**src/rtl/refresh_pkg.sv**
```systemverilog
package refresh_pkg;
  typedef enum logic [1:0] {
    TEMP_NORMAL = 2'b00,
    TEMP_WARM   = 2'b01,
    TEMP_HOT    = 2'b10,
    TEMP_SPARE  = 2'b11
  } temp_range_t;

  // Any range above normal uses the halved interval; the spare code is
  // treated as hot so that an unexpected value errs toward more refresh.
  function automatic logic needs_half(input temp_range_t t);
    return t != TEMP_NORMAL;
  endfunction
endpackage

```
**src/rtl/interval_timer.sv**
```systemverilog
module interval_timer #(
  parameter int CNT_W = 16
) (
  input  logic             clk,
  input  logic             rst,
  input  logic [1:0]       temp_code,
  input  logic [CNT_W-1:0] base_cycles,
  output logic             tick
);
  import refresh_pkg::*;

  logic [CNT_W-1:0] remain;
  logic [CNT_W-1:0] reload;

  always_comb begin
    if (needs_half(temp_range_t'(temp_code))) reload = base_cycles >> 1;
    else                                      reload = base_cycles;
  end

  assign tick = (remain == '0);

  always_ff @(posedge clk) begin
    if (rst)       remain <= base_cycles - 1'b1;
    else if (tick) remain <= reload - 1'b1;
    else           remain <= remain - 1'b1;
  end

  assert_countdown_R2: assert property (@(posedge clk) disable iff (rst)
    !tick |=> remain == $past(remain) - 1'b1);
endmodule

```
**src/rtl/debt_tracker.sv**
```systemverilog
module debt_tracker #(
  parameter int DEBT_MAX = 8,
  localparam int DW = $clog2(DEBT_MAX + 1)
) (
  input  logic          clk,
  input  logic          rst,
  input  logic          tick,
  input  logic          accept,
  output logic [DW-1:0] debt
);
  localparam logic [DW-1:0] CAP = DW'(DEBT_MAX);

  always_ff @(posedge clk) begin
    if (rst) debt <= '0;
    else if (tick && !accept) begin
      if (debt < CAP) debt <= debt + 1'b1;
    end else if (accept && !tick) begin
      if (debt != '0) debt <= debt - 1'b1;
    end
  end

  assert_debt_cap_R6: assert property (@(posedge clk) disable iff (rst)
    debt <= CAP);
  assert_debt_up_R4: assert property (@(posedge clk) disable iff (rst)
    tick && !accept && debt < CAP |=> debt == $past(debt) + 1'b1);
  assert_debt_down_R4: assert property (@(posedge clk) disable iff (rst)
    accept && !tick |=> debt == $past(debt) - 1'b1);
  assert_no_empty_accept_R7: assert property (@(posedge clk) disable iff (rst)
    accept |-> debt != '0);
endmodule

```
**src/rtl/wait_timer.sv**
```systemverilog
module wait_timer #(
  parameter int W = 17
) (
  input  logic         clk,
  input  logic         rst,
  input  logic         start,
  input  logic [W-1:0] load,
  output logic         busy
);
  logic [W-1:0] left;

  assign busy = (left != '0);

  always_ff @(posedge clk) begin
    if (rst)        left <= '0;
    else if (start) left <= load;
    else if (busy)  left <= left - 1'b1;
  end

  assert_wait_start_R9: assert property (@(posedge clk) disable iff (rst)
    start && load != '0 |=> busy);
endmodule

```
**src/rtl/row_guard.sv**
```systemverilog
module row_guard #(
  parameter int ROW_TICKS = 9,
  localparam int RW = $clog2(ROW_TICKS + 1)
) (
  input  logic clk,
  input  logic rst,
  input  logic row_open,
  input  logic tick,
  output logic limit
);
  localparam logic [RW-1:0] LIM = RW'(ROW_TICKS);
  logic [RW-1:0] seen;

  assign limit = (seen == LIM);

  always_ff @(posedge clk) begin
    if (rst || !row_open)       seen <= '0;
    else if (tick && seen < LIM) seen <= seen + 1'b1;
  end

  assert_limit_on_tick_R8: assert property (@(posedge clk) disable iff (rst)
    $rose(limit) |-> $past(tick) && $past(row_open));
endmodule

```
**src/rtl/refresh_sched.sv**
```systemverilog
module refresh_sched #(
  parameter int CNT_W     = 16,
  parameter int DEBT_MAX  = 8,
  parameter int ROW_TICKS = 9
) (
  input  logic             clk,
  input  logic             rst,
  input  logic [1:0]       temp_code,
  input  logic [CNT_W-1:0] base_cycles,
  input  logic [CNT_W-1:0] trfc_cycles,
  input  logic [CNT_W-1:0] srx_extra_cycles,
  input  logic             ref_grant,
  input  logic             row_open,
  input  logic             sr_exit,
  output logic             ref_req,
  output logic             ref_urgent,
  output logic             row_limit,
  output logic             sr_ready
);
  localparam int DW = $clog2(DEBT_MAX + 1);
  localparam int WW = CNT_W + 1;
  localparam logic [DW-1:0] CAP = DW'(DEBT_MAX);

  logic          tick;
  logic          accept;
  logic          rfc_busy;
  logic          srx_busy;
  logic [DW-1:0] debt;
  logic [WW-1:0] srx_total;

  interval_timer #(.CNT_W(CNT_W)) u_timer (
    .clk(clk), .rst(rst), .temp_code(temp_code),
    .base_cycles(base_cycles), .tick(tick));

  debt_tracker #(.DEBT_MAX(DEBT_MAX)) u_debt (
    .clk(clk), .rst(rst), .tick(tick), .accept(accept), .debt(debt));

  wait_timer #(.W(WW)) u_rfc_hold (
    .clk(clk), .rst(rst), .start(accept),
    .load({1'b0, trfc_cycles}), .busy(rfc_busy));

  assign srx_total = {1'b0, trfc_cycles} + {1'b0, srx_extra_cycles};

  wait_timer #(.W(WW)) u_srx_wait (
    .clk(clk), .rst(rst), .start(sr_exit),
    .load(srx_total), .busy(srx_busy));

  row_guard #(.ROW_TICKS(ROW_TICKS)) u_row (
    .clk(clk), .rst(rst), .row_open(row_open), .tick(tick),
    .limit(row_limit));

  assign ref_req    = !rfc_busy && (debt != '0) && (debt < CAP);
  assign ref_urgent = !rfc_busy && (debt == CAP);
  assign accept     = (ref_req || ref_urgent) && ref_grant;
  assign sr_ready   = !srx_busy;

  assert_hold_after_accept_R7: assert property (@(posedge clk) disable iff (rst)
    accept && trfc_cycles != '0 |=> !ref_req && !ref_urgent);
  assert_req_exclusive_R5: assert property (@(posedge clk) disable iff (rst)
    $countones({ref_req, ref_urgent}) <= 1);
  assert_srx_drop_R9: assert property (@(posedge clk) disable iff (rst)
    sr_exit && srx_total != '0 |=> !sr_ready);
endmodule

```
**config.mk**
```make
export PLATFORM = sky130hd
export DESIGN_NAME = refresh_sched
export DESIGN_NICKNAME = d
export VERILOG_FILES = /design/src/rtl/refresh_pkg.sv /design/src/rtl/interval_timer.sv /design/src/rtl/debt_tracker.sv /design/src/rtl/wait_timer.sv /design/src/rtl/row_guard.sv /design/src/rtl/refresh_sched.sv
export SDC_FILE = /design/constraint.sdc
export NUM_CORES = 1
export LEC_CHECK = 0
export ABC_AREA = 1
export BUFFER_PORTS_ARGS = -buffer_cell sky130_fd_sc_hd__buf_4
export CORE_MARGIN = 8
export CORE_UTILIZATION = 25
export DETAILED_ROUTE_END_ITERATION = 12
export GPL_TIMING_DRIVEN = 0
export PLACE_DENSITY = 0.41
export SYNTH_ARGS = -nofsm -noshare
export SYNTH_HDL_FRONTEND = slang
export SYNTH_SLANG_ARGS = --single-unit
```
**constraint.sdc**
```tcl
create_clock -name clk -period 2.8 [get_ports clk]
set_input_delay 0.28 -clock clk [delete_from_list [all_inputs] [get_ports clk]]
set_output_delay 0.28 -clock clk [all_outputs]
set_load 0.01 [all_outputs]
```
* After elaboration in Yosys (flattened, before gate mapping)
Index checks and enable logic that the tools add are counted.
Widths: inputs -> output; s select.
** Word-level totals
- Register bits :: 58
- Input port bits :: 55
- Output and inout bits :: 4
- Word-level logic and storage cells :: 56
** Cells by class
- Add/subtract/negate cells :: 9
- $lt $le $gt $ge :: 2
- Eq/ne operators :: 3
- Muxes and demuxes :: 11
- Reductions and logical operators :: 25
** Operator list (count)
- $mux 16 :: 5
- $sub 16x1->16 const B :: 3
- $mux 17 :: 2
- $reduce_bool 17->1 :: 2
- $sub 17x1->17 const B :: 2
- $add 16x16->17 :: 1
- $logic_not 16->1 :: 1
- $mux 4 :: 4
- $reduce_bool 2->1 :: 5
- $add 4x1->4 const B :: 2
- $eq 4x4->1 const B :: 2
- $lt 4x4->1 const B :: 2
- $logic_and 1x1->1 :: 7
- $logic_not 1->1 :: 5
- $reduce_bool 4->1 :: 1
- $sub 4x1->4 const B :: 1
- $reduce_and 3->1 :: 1
- $logic_or 1x1->1 :: 2
- $ne 2x2->1 const B :: 1
- $reduce_or 2->1 :: 1

* Depth between registers and ports, before layout
- Depth after elaboration :: 10
- Depth in mapped cells :: 17
- Gate-level depth less buffers :: 16

* Hierarchy
From an unflattened synthesis, not the netlist that was laid out.
** Unflattened totals
- Cell total of the unflattened synthesis :: 994
- Area, all modules :: 5776.8 µm²
** Modules (own cells, without submodules)
- wait_timer :: times used 2, cells each 197, area each 1211.2 µm², sequential area each 340.3 µm²
- interval_timer :: times used 1, cells each 315, area each 1712.9 µm², sequential area each 320.3 µm²
- refresh_sched :: times used 1, cells each 194, area each 1019.7 µm², sequential area each 0.0 µm²
- debt_tracker :: times used 1, cells each 56, area each 360.3 µm², sequential area each 80.1 µm²
- row_guard :: times used 1, cells each 35, area each 261.5 µm², sequential area each 80.1 µm²

* Least setup slack after synthesis
No wires, ideal clock.
- Path kind :: reg-to-reg
- Start point :: register u_rfc_hold.left[0]
- End point :: register u_debt.debt[3]
- Arrival time :: 2.245 ns
- Data required time :: 2.730 ns
- Path slack :: 0.485 ns
- Stages on the path, launching flop included :: 18
- Buffers on the path :: 1
- Path through :: dfxtp_1 -> inv_1 -> ha_1 -> nand2_1 -> nor2_1 -> nand3_4 -> a21oi_1 -> nand2_1 -> buf_2 -> nand2_1 -> ha_1 -> nand2_1 -> nand2_1 -> a31oi_1 -> inv_1 -> nand2_1 -> nand3_1 -> a21oi_1
** Between the ends
- Word-level cells in the longest chain between the ends :: 10
** RTL lines
- start: declaration :: line wait_timer.sv:10 : logic [W-1:0] left;
- start signal: assignment :: line wait_timer.sv:16 : else if (start) left <= load;
- start signal: assignment :: line wait_timer.sv:17 : else if (busy) left <= left - 1'b1;
- $reduce_bool 17->1 * :: line wait_timer.sv:12 : assign busy = (left != '0);
- $logic_not 1->1 * :: line refresh_sched.sv:52, refresh_sched.sv:53
- $logic_and 1x1->1 (2 in a row) :: line refresh_sched.sv:52 : assign ref_req = !rfc_busy && (debt != '0) && (debt < CAP);
- $logic_or 1x1->1 * :: line refresh_sched.sv:54 : assign accept = (ref_req || ref_urgent) && ref_grant;
- $logic_and 1x1->1 * :: line refresh_sched.sv:54
- $logic_not 1->1 :: line debt_tracker.sv:15 : else if (tick && !accept) begin
- $logic_and 1x1->1 :: line debt_tracker.sv:15
- $ne 2x2->1 (no line) / $reduce_bool 2->1 (equally long branches)
- $reduce_and 3->1 (no line)
- end signal: assignment :: line debt_tracker.sv:16 : if (debt < CAP) debt <= debt + 1'b1;
- end signal: assignment :: line debt_tracker.sv:18 : if (debt != '0) debt <= debt - 1'b1;
- end: declaration :: line debt_tracker.sv:9 : output logic [DW-1:0] debt
Mark *: on every way between the ends. The rest lies on a longest branch, timed or not.
A chain may end at the register's enable or synchronous reset.

* Worst setup path after layout
Ends and elaborated chain as after synthesis.

==> flow_metrics.py <==
metrics = {
    "outcome": {
        "status": "finished, final reports clean",
    },
    "pwr": {
        "pwr_density_cell_nw_per_um2": 610,
        "peakVddDrop_v": 0.000259,
        "leakage_nw": 2.79,
        "power_mw": 3.48,
    },
    "floorplan": {
        "top_level_ports": 59,
        "die_area_sq_um": 23600,
        "start_util_pct": 25.4,
        "die-height_microns": 154,
        "core_sq_um": 18600,
        "row_count": 50,
        "die_w_microns": 154,
    },
    "critical_path": {
        "crit_start": "u_rfc_hold.left[0]$_SDFFE_PP0P_",
        "path_class": "reg -> reg",
        "arrival_ns": 2.78,
        "critPathLaunchType": "register",
        "reg2regPathDepth": 17,
        "r2r-start": "u_rfc_hold.left[0]$_SDFFE_PP0P_",
        "endpoint": "u_debt.debt[3]$_SDFFE_PP0P_",
        "critPathMaxFanout": 10,
        "worstPathRequired_ns": 3.07,
        "reg2reg_to": "u_debt.debt[3]$_SDFFE_PP0P_",
        "crit_path_end_kind": "register",
        "regToRegSetupSlack_ns": 0.29,
    },
    "global_routing": {
        "antenna_found_initial": 0,
        "grt_util_all_layers_pct": 12.8,
        "top_usage_layer": "met2",
        "grt-ovfl-total": 0,
        "met1_usage_pct": 17.1,
        "grt_pass1_wl_microns": 24300,
        "grtUsageMet3_pct": 2.16,
        "met2_usage_pct": 20.6,
        "grt_pass1_vias": 4697,
        "grt_max_degree": 11,
    },
    "clock_tree": {
        "postCtsResizedCells": 0,
        "cts_made_buffers": 9,
        "ctsLongestPathBuffers": 2,
        "root_buffer": "clkbuf_16",
        "h-tree-depth": 3,
        "cts_tree": "done",
        "clk_latency_ns": 0.33,
        "clkTransAtPathRegs_ns": 0.05,
        "cts-hold-fix-buffers": 0,
        "cts_setup_buffers": 0,
        "cts.sinks": 58,
    },
    "logic_synthesis": {
        "ys.flop_type": "dfxtp_1",
        "synth.top_cell.area_share_pct": 24.5,
        "synth.most_common_cell": "nand2_1",
        "ys_ff_latch": 58,
        "ys_types": 52,
        "synth_commonest_cells": "nand2_1, nor2_1, inv_1",
        "synth_edf_count": 0,
        "syn-num-nets": 843,
        "yosysTopAreaCell": "dfxtp_1",
        "ys_async_sr_fraction_pct": 0,
        "synth_area_leaders": "dfxtp_1, nand2_1, nor2_1, inv_1, ha_1",
        "seq_area_frac_synth_pct": 24.5,
        "synth_cells": 761,
        "netlist_area_sq_um": 4740,
        "synth_warnings": 0,
        "syn_avg_cell_area_sq_um": 6.23,
    },
    "worst_hold_path": {
        "hold_path.class": "in -> reg",
    },
    "placed_design": {
        "portBuffers": 56,
        "hpwl_microns": 11800,
        "dpl_cell_area_sq_um": 5460,
        "gp_congestion": 0.789,
    },
    "timing": {
        "hold_violations": 0,
        "slew_viol_final": 0,
        "setup_violations": 0,
        "fmax_mhz": 398,
        "period_share_pct": 89.8,
        "tightest_slew_ns": 0.744,
        "finalWorstPathRequiredPeriod_ns": 2.51,
        "finalClockSkew_ns": 0.00347,
        "slew_headroom_pct": 50.0,
    },
    "route": {
        "drc": 0,
        "initialDrtViolationCount": 197,
        "vias": 4834,
        "via_per_inst": 4.54,
        "routed_wl_microns": 14900,
        "dr.pass1.iters": 4,
        "avgRoutedWirePerCell_microns": 14.0,
        "ant_nets": 0,
    },
    "cells_and_area": {
        "drive_above_1_share_pct": 14.0,
        "diodes": 0,
        "utilization_pct": 30.6,
        "areaGrowthSynthToFinish_pct": 20.4,
        "finalInstanceArea_sq_um": 5710,
        "fill_cells": 2108,
        "nNetsFinal": 910,
        "regArea_sq_um": 1160,
        "multi_input_area_sq_um": 3120,
    },
    "run": {
        "cap_violations": 0,
    },
}
per-stage QoR:
step	TNS (ns)	worst slack, ns	hold slack, ns	instances
after floorplan	0	0.485	0.424	761
after global placement	0	0.106	0.460	1051
after detailed placement	0	0.117	0.461	1051
after CTS	0	0.109	0.209	1064
after global routing	-0.000501	-0.000501	0.222	1064
final	0	0.287	0.222	1064
report_power, final:
group | total [mW] | internal, mW | switching, mW | leakage, nW
clock | 0.964 | 0.582 | 0.382 | 0.118
sequential | 1.09 | 0.985 | 0.105 | 0.480
combinational | 1.43 | 0.548 | 0.882 | 2.19
layout by cell type (no fill, tap or decap), drive strengths merged, types with 8 or more instances in the layout:
cell	netlist	layout
ha	25	25
a21oi	43	43
dfxtp	58	58
inv	99	99
nor3	9	9
nand2	218	218
clkbuf	8	20
buf	9	65
nand3	62	62
nor2	116	116
xor2	17	17
o21ai	34	34
xnor2	8	8
nand4	13	13
final cells by class:
class                           instances  share of cell area [%]
Multi-Input combinational cell        585                    54.7
Sequential cell                        58                    20.3
Timing Repair Buffer                   56                    7.36
Inverter                              101                    6.64
Tap cell                              234                    5.13
Clock buffer                           12                    4.14
Buffer                                 17                    1.60
Clock inverter                          1                  0.0876
flip-flops by register name, summed over array words and instances (netlist names):
signal / flops
u_rfc_hold.left: 17
u_timer.remain: 16
u_srx_wait.left: 17
u_debt.debt: 4
u_row.seen: 4
how the worst min path moves through the flow:
stage / from / end / slack [ns] / cells past startpoint
3_3_place_gp: u_srx_wait.left[1]$_SDFFE_PP0P_ / u_srx_wait.left[1]$_SDFFE_PP0P_ / 0.46 / 2
3_5_place_dp: u_srx_wait.left[1]$_SDFFE_PP0P_ / u_srx_wait.left[1]$_SDFFE_PP0P_ / 0.46 / 2
5_1_grt: trfc_cycles[5] / u_rfc_hold.left[5]$_SDFFE_PP0P_ / 0.22 / 3
6_report: trfc_cycles[10] / u_rfc_hold.left[10]$_SDFFE_PP0P_ / 0.22 / 3
2_1_floorplan: trfc_cycles[5] / u_rfc_hold.left[5]$_SDFFE_PP0P_ / 0.42 / 2
4_1_cts: trfc_cycles[7] / u_rfc_hold.left[7]$_SDFFE_PP0P_ / 0.21 / 3
metal layers:
metal	vias to the layer above	share of wire, %
li1	2570	-
met1	2165	51
met2	84	44
met3	15	3.5
met4	0	1.5
met5	-	0
worst max-delay path, stage by stage (launching register included):
cell	delay [ns]
dfxtp_1	0.29
inv_1	0.14
ha_1	0.17
nand2_1	0.06
nor2_2	0.14
nand3_4	0.14
a21oi_1	0.14
nand2_1	0.09
buf_2	0.20
nand2_2	0.12
ha_1	0.28
nand2_1	0.09
nand2_1	0.06
a31oi_2	0.20
inv_1	0.06
nand2_1	0.07
nand3_1	0.07
a21oi_1	0.12
cells by family (layout without fill, tap and decap cells):
family / Yosys count / in the layout / share of synthesized area [%]
buffers and inverters: 118 / 187 / 9.92
AO/OA/AOI/OAI: 99 / 99 / 11.6
XOR/XNOR: 25 / 25 / 4.62
multiplexers: 1 / 1 / 0.211
flip-flops: 58 / 58 / 24.5
AND/OR/NAND/NOR: 433 / 433 / 41.7
adder cells (fa/ha/maj): 27 / 27 / 7.44
(Power assumes the default switching activity.)
